[src/rtl/cfgwin_pkg.sv]
package cfgwin_pkg;
  typedef enum logic [2:0] {
    OCMD_IDLE = 3'd0,
    OCMD_WR   = 3'd1,
    OCMD_RD   = 3'd2
  } ocmd_e;

  typedef enum logic [1:0] {
    ORSP_NULL = 2'd0,
    ORSP_DVA  = 2'd1,
    ORSP_ERR  = 2'd3
  } orsp_e;
endpackage

[src/rtl/win_decode.sv]
module win_decode #(
  parameter int unsigned AW     = 16,
  parameter int unsigned WIN_AW = 12
) (
  input  logic [AW-WIN_AW-1:0] tag,
  output logic                 hit_cfg
);
  localparam int unsigned TAG_W = AW - WIN_AW;

  // The window is the top 2**WIN_AW bytes: every tag bit set.
  if (TAG_W == 0) begin : g_all
    assign hit_cfg = 1'b1;
  end else begin : g_tag
    assign hit_cfg = &tag;
  end
endmodule

[src/rtl/wb_cycle_ctrl.sv]
module wb_cycle_ctrl #(
  parameter int unsigned WIN_AW = 12,
  parameter int unsigned DW     = 32,
  localparam int unsigned SW    = DW / 8
) (
  input  logic              clk,
  input  logic              rst_n,
  input  logic              start,
  input  logic              start_we,
  input  logic [WIN_AW-1:0] start_adr,
  input  logic [SW-1:0]     start_sel,
  input  logic [DW-1:0]     start_dat,
  input  logic              wb_ack,
  input  logic              wb_err,
  output logic              wb_cyc,
  output logic              wb_stb,
  output logic              wb_we,
  output logic [WIN_AW-1:0] wb_adr,
  output logic [SW-1:0]     wb_sel,
  output logic [DW-1:0]     wb_dat_o,
  output logic              busy,
  output logic              done_ok,
  output logic              done_err
);
  logic act_q, act_d;
  logic load_en;
  logic              we_q;
  logic [WIN_AW-1:0] adr_q;
  logic [SW-1:0]     sel_q;
  logic [DW-1:0]     dat_q;

  always_comb begin
    act_d   = act_q;
    load_en = 1'b0;
    if (act_q) begin
      if (wb_ack || wb_err) act_d = 1'b0;
    end else if (start) begin
      act_d   = 1'b1;
      load_en = 1'b1;
    end
  end

  always_ff @(posedge clk or negedge rst_n) begin
    if (!rst_n) act_q <= 1'b0;
    else        act_q <= act_d;
  end

  always_ff @(posedge clk or negedge rst_n) begin
    if (!rst_n) begin
      we_q  <= 1'b0;
      adr_q <= '0;
      sel_q <= '0;
      dat_q <= '0;
    end else if (load_en) begin
      we_q  <= start_we;
      adr_q <= start_adr;
      sel_q <= start_sel;
      dat_q <= start_dat;
    end
  end

  assign wb_cyc   = act_q;
  assign wb_stb   = act_q;
  assign wb_we    = we_q;
  assign wb_adr   = adr_q;
  assign wb_sel   = sel_q;
  assign wb_dat_o = dat_q;
  assign busy     = act_q;
  assign done_ok  = act_q & wb_ack & ~wb_err;
  assign done_err = act_q & wb_err;


  hold_fields_chk: assert property (@(posedge clk) disable iff (!rst_n)
    (wb_cyc && !wb_ack && !wb_err) |=> (wb_cyc && wb_stb && $stable(wb_adr)
      && $stable(wb_we) && $stable(wb_sel) && $stable(wb_dat_o)));


  cyc_drop_chk: assert property (@(posedge clk) disable iff (!rst_n)
    (wb_cyc && (wb_ack || wb_err)) |=> !wb_cyc && !wb_stb);
endmodule

[src/rtl/rsp_unit.sv]
module rsp_unit #(
  parameter int unsigned DW = 32
) (
  input  logic          clk,
  input  logic          rst_n,
  input  logic          mem_go,
  input  logic          wb_ok,
  input  logic          wb_fail,
  input  logic [DW-1:0] mem_rdata,
  input  logic [DW-1:0] wb_dat_i,
  output logic [1:0]    resp,
  output logic [DW-1:0] rdata
);
  import cfgwin_pkg::*;

  orsp_e         rsp_q, rsp_d;
  logic          src_wb_q, src_wb_d;
  logic [DW-1:0] hold_q;
  logic          hold_en;

  always_comb begin
    rsp_d    = ORSP_NULL;
    src_wb_d = src_wb_q;
    hold_en  = 1'b0;
    if (wb_fail) begin
      rsp_d    = ORSP_ERR;
      src_wb_d = 1'b1;
    end else if (wb_ok) begin
      rsp_d    = ORSP_DVA;
      src_wb_d = 1'b1;
      hold_en  = 1'b1;
    end else if (mem_go) begin
      rsp_d    = ORSP_DVA;
      src_wb_d = 1'b0;
    end
  end

  always_ff @(posedge clk or negedge rst_n) begin
    if (!rst_n) begin
      rsp_q    <= ORSP_NULL;
      src_wb_q <= 1'b0;
    end else begin
      rsp_q    <= rsp_d;
      src_wb_q <= src_wb_d;
    end
  end

  always_ff @(posedge clk or negedge rst_n) begin
    if (!rst_n)       hold_q <= '0;
    else if (hold_en) hold_q <= wb_dat_i;
  end

  assign resp  = rsp_q;
  assign rdata = src_wb_q ? hold_q : mem_rdata;


  single_rsp_chk: assert property (@(posedge clk) disable iff (!rst_n)
    (resp != 2'd0) |=> (resp == 2'd0) || $past(mem_go) || $past(wb_ok) || $past(wb_fail));
endmodule

[src/rtl/cfgwin_bridge.sv]
module cfgwin_bridge #(
  parameter int unsigned AW     = 16,
  parameter int unsigned DW     = 32,
  parameter int unsigned WIN_AW = 12,
  localparam int unsigned SW    = DW / 8
) (
  input  logic              clk,
  input  logic              rst_n,
  input  logic [2:0]        ocp_cmd,
  input  logic [AW-1:0]     ocp_addr,
  input  logic [DW-1:0]     ocp_wdata,
  input  logic [SW-1:0]     ocp_be,
  output logic              ocp_accept,
  output logic [1:0]        ocp_resp,
  output logic [DW-1:0]     ocp_rdata,
  output logic [2:0]        mem_cmd,
  output logic [AW-1:0]     mem_addr,
  output logic [DW-1:0]     mem_wdata,
  output logic [SW-1:0]     mem_be,
  input  logic [DW-1:0]     mem_rdata,
  output logic              wb_cyc,
  output logic              wb_stb,
  output logic              wb_we,
  output logic [WIN_AW-1:0] wb_adr,
  output logic [SW-1:0]     wb_sel,
  output logic [DW-1:0]     wb_dat_o,
  input  logic [DW-1:0]     wb_dat_i,
  input  logic              wb_ack,
  input  logic              wb_err
);
  import cfgwin_pkg::*;

  logic hit_cfg, busy, done_ok, done_err;
  logic go, cfg_go, mem_go;
  ocmd_e cmd;

  assign cmd = ocmd_e'(ocp_cmd);

  win_decode #(.AW(AW), .WIN_AW(WIN_AW)) u_dec (
    .tag     (ocp_addr[AW-1:WIN_AW]),
    .hit_cfg (hit_cfg)
  );

  assign ocp_accept = ~busy;
  assign go         = ocp_accept && (cmd != OCMD_IDLE);
  assign cfg_go     = go && hit_cfg;
  assign mem_go     = go && !hit_cfg;

  assign mem_cmd   = mem_go ? ocp_cmd : 3'(OCMD_IDLE);
  assign mem_addr  = ocp_addr;
  assign mem_wdata = ocp_wdata;
  assign mem_be    = ocp_be;

  wb_cycle_ctrl #(.WIN_AW(WIN_AW), .DW(DW)) u_wb (
    .clk       (clk),
    .rst_n     (rst_n),
    .start     (cfg_go),
    .start_we  (cmd == OCMD_WR),
    .start_adr (ocp_addr[WIN_AW-1:0]),
    .start_sel (ocp_be),
    .start_dat (ocp_wdata),
    .wb_ack    (wb_ack),
    .wb_err    (wb_err),
    .wb_cyc    (wb_cyc),
    .wb_stb    (wb_stb),
    .wb_we     (wb_we),
    .wb_adr    (wb_adr),
    .wb_sel    (wb_sel),
    .wb_dat_o  (wb_dat_o),
    .busy      (busy),
    .done_ok   (done_ok),
    .done_err  (done_err)
  );

  rsp_unit #(.DW(DW)) u_rsp (
    .clk       (clk),
    .rst_n     (rst_n),
    .mem_go    (mem_go),
    .wb_ok     (done_ok),
    .wb_fail   (done_err),
    .mem_rdata (mem_rdata),
    .wb_dat_i  (wb_dat_i),
    .resp      (ocp_resp),
    .rdata     (ocp_rdata)
  );


  mem_route_chk: assert property (@(posedge clk) disable iff (!rst_n)
    (mem_cmd != 3'd0) |-> (!(&ocp_addr[AW-1:WIN_AW]) && !wb_cyc));


  win_start_chk: assert property (@(posedge clk) disable iff (!rst_n)
    (ocp_accept && ocp_cmd != 3'd0 && (&ocp_addr[AW-1:WIN_AW]))
      |=> (wb_cyc && wb_adr == $past(ocp_addr[WIN_AW-1:0])));


  mem_rsp_chk: assert property (@(posedge clk) disable iff (!rst_n)
    (mem_cmd != 3'd0) |=> (ocp_resp == 2'd1));


  ack_rsp_chk: assert property (@(posedge clk) disable iff (!rst_n)
    (wb_cyc && wb_ack && !wb_err) |=> (ocp_resp == 2'd1 && ocp_rdata == $past(wb_dat_i)));


  err_rsp_chk: assert property (@(posedge clk) disable iff (!rst_n)
    (wb_cyc && wb_err) |=> (ocp_resp == 2'd3));


  hold_off_chk: assert property (@(posedge clk) disable iff (!rst_n)
    wb_cyc |-> (mem_cmd == 3'd0 && !ocp_accept));
endmodule

[config.mk]
export PLATFORM = sky130hd
export DESIGN_NAME = cfgwin_bridge
export DESIGN_NICKNAME = d
export VERILOG_FILES = /design/src/rtl/cfgwin_pkg.sv /design/src/rtl/win_decode.sv /design/src/rtl/wb_cycle_ctrl.sv /design/src/rtl/rsp_unit.sv /design/src/rtl/cfgwin_bridge.sv
export SDC_FILE = /design/constraint.sdc
export NUM_CORES = 1
export LEC_CHECK = 0
export BUFFER_PORTS_ARGS = -buffer_cell sky130_fd_sc_hd__buf_2
export CAP_MARGIN = 20
export CORE_AREA = 2 2 102 104
export CTS_BUF_LIST = sky130_fd_sc_hd__clkbuf_4
export DETAILED_ROUTE_END_ITERATION = 16
export DIE_AREA = 0 0 104 106
export GPL_ROUTABILITY_DRIVEN = 0
export HOLD_SLACK_MARGIN = 0.06
export PLACE_DENSITY = 0.79
export SYNTH_ARGS = -nofsm -noshare
export SYNTH_HDL_FRONTEND = slang
export SYNTH_SLANG_ARGS = --single-unit
[constraint.sdc]
create_clock -name clk -period 1.8 [get_ports clk]
set_input_delay 0.09 -clock clk [delete_from_list [all_inputs] [get_ports clk]]
set_output_delay 0.09 -clock clk [all_outputs]
set_load 0.01 [all_outputs]
# == Word level (Yosys, flattened, before mapping) ==
# Index checks and enable logic that the tools add are counted.
# op_classes
n_reduce_logical,8
n_bitwise,5
eq_ne,1
n_mux,14
# op_table
op,n
two-way mux 32 bit,1
two-way mux 1 bit,10
nonzero test 3 bit,2
two-way mux 2 bit,2
AND reduction 4 bit,1
bitwise AND 1 bit,3
== test 3 x 1 -> 1 bit (second input constant),1
logical AND 1 bit,3
two-way mux 3 bit,1
inverter 1 bit,2
logical NOT 1 bit,1
logical OR 1 bit,1
# totals
elab_cells,36
in_bits,123
out_inout_bits,141
regBits,85

# == Logic depth before layout (Yosys ltp) ==
# logic_depth
depth_word,6
ltp_mapped,4
mapped_depth_nobuf,3

# == Hierarchy ==
# A second synthesis with hierarchy kept.
# hier_totals
hier_cells,287
hier_area_um2,4398.0
# by_module_without_submodules
mod,n_inst,seq_area_each_um2,cells_each,area_each_um2
wb_cycle_ctrl,1,1251.2,113,2103.3
rsp_unit,1,875.8,112,1834.3
cfgwin_bridge,1,0.0,61,451.7
win_decode,1,0.0,1,8.8

# == Least setup slack after synthesis ==
# No wires, ideal clock.
# synth_timing
path_type,register to register
from,register u_wb.act_q (netlist: u_wb.busy)
to,register u_wb.adr_q[0] (netlist: u_wb.wb_adr[0])
required_time_ps,1675
path_stages_with_launch,5
period_less_slack_ps,1519
path_buffers,2
slack_ps,281
arrival_time_ps,1394
path_cell_list,dfrtp_1 > buf_2 > nor3_4 > buf_6 > mux2_2
# synth_via
elab_chain_cells,5
# synth_rtl
item,line,source
start: declaration,wb_cycle_ctrl.sv:25,"logic act_q, act_d;"
start signal: assignment,wb_cycle_ctrl.sv:45,else act_q <= act_d;
inverter 1 bit,cfgwin_bridge.sv:44,assign ocp_accept = ~busy;
logical AND 1 bit,cfgwin_bridge.sv:45,assign go = ocp_accept && (cmd != OCMD_IDLE);
logical AND 1 bit,cfgwin_bridge.sv:46,assign cfg_go = go && hit_cfg;
two-way mux 1 bit,wb_cycle_ctrl.sv:37,end else if (start) begin
two-way mux 1 bit *,wb_cycle_ctrl.sv:35,if (act_q) begin
end signal: assignment,wb_cycle_ctrl.sv:56,adr_q <= start_adr;
end: declaration,wb_cycle_ctrl.sv:28,logic [WIN_AW-1:0] adr_q;
# Every way passes the cells marked *; elsewhere a longest branch is shown, timed or not.
# A chain may end at the register's enable or synchronous reset.

# == Final worst setup path ==
# layout_timing
from,register u_rsp.src_wb_q
to,output ocp_rdata[0]
# layout_via
elab_chain_cells,1
# layout_rtl
item,line,source
start: declaration,rsp_unit.sv:17,"logic src_wb_q, src_wb_d;"
start signal: assignment,rsp_unit.sv:44,src_wb_q <= src_wb_d;
two-way mux 32 bit,rsp_unit.sv:54,assign rdata = src_wb_q ? hold_q : mem_rdata;
end: declaration,cfgwin_bridge.sv:15,"output logic [DW-1:0] ocp_rdata,"
# No other way between the ends.

==> metrics.md <==
| Metric | Value |
|---|---|
| Max Slew Vio Count | `0` |
| Yosys top cell by area | `dfrtp_1` |
| Die area | `11020 µm²` |
| Worst-path maximum fanout | `33` |
| Final Skew | `0.01941 ns` |
| Post-route ant nets | `0` |
| CTS Buf Count | `9` |
| Setup repair bufs after CTS | `0` |
| Worst hold margin | `0.1253 ns` |
| Netlist cell types | `21` |
| Die X-Extent | `104 µm` |
| Worst Path Required | `1.71 ns` |
| Initial antenna violation count | `0` |
| Nets | `703` |
| Flops & latches, synth | `85` |
| P&R area growth vs syn | `51.69%` |
| Setup ws final | `0.1399 ns` |
| Hold path start | `ocp_addr[13]` |
| Critical path class | `register to output port` |
| Leakage power | `3.107 nW` |
| Gr ovfl total | `0` |
| Unrepaired setup endpoints after global routing | `false` |
| Synth area leaders | `dfrtp_1, mux2_2, buf_4, mux2_4, buf_6` |
| First-pass GRT wire length | `17590 µm` |
| FMAX | `602.4 MHz` |
| Iteration-0 DRC Markers | `135` |
| Sequential area share after synthesis | `52.71%` |
| Vias in the first global route | `3543` |
| Total GRT Usage | `20.34%` |
| Pwr Density | `864.4 nW/µm²` |
| Worst Tran Pin Value | `0.5288 ns` |
| CTS HTree Levels | `3` |
| Netlist Area Pre-Place | `4035 µm²` |
| Yosys warns | `0` |
| PortBufs | `263` |
| Startpoint Class | `register` |
| Synthesized net count | `405` |
| Worst R2R Start | `u_wb.busy` |
| Final Hold Fails | `0` |
| Clock Root Buffer | `clkbuf_4` |
| First drt pass iteration count | `4` |
| Critical path capture point type | `output port` |
| Headroom to the max-slew limit | `64.74%` |
| Vias | `3349` |
| Vias per std cell | `4.651` |
| DP HPWL | `7411 µm` |
| Share of cells above drive strength 1 | `67.64%` |
| Gate Count Post-Synth | `282` |
| Setup TNS | `0 ns` |
| CTS tree | `built` |
| Period utilisation layout | `92.23%` |
| Wirelength per Cell | `15.97 µm` |
| Rows | `37` |
| # clock sinks | `85` |
| Ant. Diodes | `0` |
| Initial Util | `40.35%` |
| Worst-Skew Late Latency | `0.43 ns` |
| Post-route minimum period | `1.660 ns` |
| Crit path DAT | `1.57 ns` |
| Total power | `5.291 mW` |
| Setup crit start | `u_rsp.src_wb_q` |
| Final Setup Violations | `0` |
| Inst Count DP | `620` |
| Post-place setup slack | `0.3054 ns` |
| Outcome | `finished, final reports clean` |
| Max IR drop VDD | `0.4287 mV` |
| Hold-fix buffer count after cts | `85` |
| DRC viols | `0` |
| Placeable Area | `10000 µm²` |
| Synth top area share | `52.71%` |
| Post_cts resized | `0` |
| Max-cap viol count | `0` |
| I/O pins | `264` |
| Syn Area/Cell | `14.31 µm²` |
| Largest net degree at the start of global routing | `51` |
| Fin cells | `720` |
| Drt total wl | `11500 µm` |
| Hold WC Path Type | `input pin to register` |
| Fillcell total | `791` |
| Clock transition at path regs | `0.12 ns` |
| Max clock buf depth | `2` |
| Die Ht | `106 µm` |
==> state kept, by name, summed over array words and instances, names as in the netlist <==
register	cells
u_rsp.src_wb_q	1
u_wb.wb_dat_o	32
u_rsp.hold_q	32
u_wb.wb_we	1
u_wb.wb_sel	4
u_wb.wb_adr	12
u_rsp.resp	2
u_wb.busy	1
==> through the flow <==
| stage | instance area (µm²) | utilization [%] |
|---|---|---|
| finish | 6121 | 61.21 |
| floorplan | 4035 | - |
| detailed placement | 5119 | 51.19 |
| global route | 6121 | 61.21 |
| CTS | 6121 | 61.21 |
| global placement | 5119 | 51.19 |
==> placed cells by master, fill, tap and decap left out <==
cell	Yosys	layout
and2_1	4	4
nand2b_1	1	1
buf_4	53	2
nand3b_1	1	1
a21o_1	1	1
nand2_1	1	1
buf_2	7	262
nor3_1	1	1
a41oi_1	1	1
o21ai_0	1	1
dlygate4sd3_1	0	85
a21boi_0	1	1
o32a_1	1	1
mux2_2	104	104
clkinv_1	0	1
nor2_1	2	2
bufinv_16	0	2
mux2_4	8	8
inv_1	2	2
clkbuf_4	0	10
nand4_1	1	1
clkinv_2	0	1
dfrtp_1	85	85
buf_12	0	4
nor3_4	1	1
clkinvlp_4	0	1
==> Yosys cell counts (all sizes together) <==
cell    number
a21boi       1
a21o         1
a41oi        1
and2         4
buf         65
clkbuf       1
dfrtp       85
inv          2
mux2       112
nand2        1
nand2b       1
nand3b       1
nand4        1
nor2         2
nor3         2
o21ai        1
o32a         1
==> worst max-delay path: stages (launching register included) <==
cell     delay, ns
dfrtp_1       0.39
buf_12        0.22
mux2_2        0.38
buf_2         0.15
==> per-layer routing <==
| metal | track usage (%) | vias up | share of wire (%) |
|---|---|---|---|
| met2 | 39.19 | 152 | 57 |
| met5 | 0 | - | 0 |
| li1 | - | 1521 | - |
| met1 | 21.26 | 1652 | 35 |
| met3 | 3.924 | 24 | 5.6 |
| met4 | 9.363 | 0 | 2.7 |
==> path summary, 6_finish.rpt <==
| check | endpoint | slack (ns) | cells past startpoint |
|---|---|---|---|
| max | ocp_rdata[0] | 0.14 | 3 |
| min | u_wb.wb_we | 0.13 | 3 |
| max reg2reg | u_wb.wb_adr[0] | 0.28 | 3 |
| min reg2reg | u_wb.wb_dat_o[12] | 0.52 | 1 |
| max in group asynchronous | u_wb.wb_we | 0.95 | 3 |
| min in group asynchronous | u_rsp.hold_q[4] | 0.20 | 2 |
==> area by class of cell <==
cell class / count / area [µm²] / share of cell area, %
Clock inverter: 5 / 76.32 / 1.247
Inverter: 2 / 7.507 / 0.1226
Sequential cell: 85 / 2127 / 34.75
Tap cell: 136 / 170.2 / 2.780
Timing Repair Buffer: 353 / 2257 / 36.88
Multi-Input combinational cell: 129 / 1408 / 23.00
Clock buffer: 10 / 75.07 / 1.226
==> where the power goes <==
part | switching [mW] | internal, mW | leakage (nW)
Clock | 0.630 | 0.566 | 0.0799
Sequential | 0.240 | 2.35 | 1.05
Combinational | 0.632 | 0.872 | 1.98
Total | 1.50 | 3.79 | 3.11
==> logic make-up (layout without fill, tap and decap cells) <==
kind of cell	count (synthesis)	in the layout	synth area share (%)
buffers and inverters	68	370	12.40
DFF	85	85	52.71
muxes	112	112	32.00
and+or+nand+nor	12	12	1.923
AOI/OAI and AO/OA	5	5	0.9613
No activity file was read; power rests on OpenSTA's default activity.
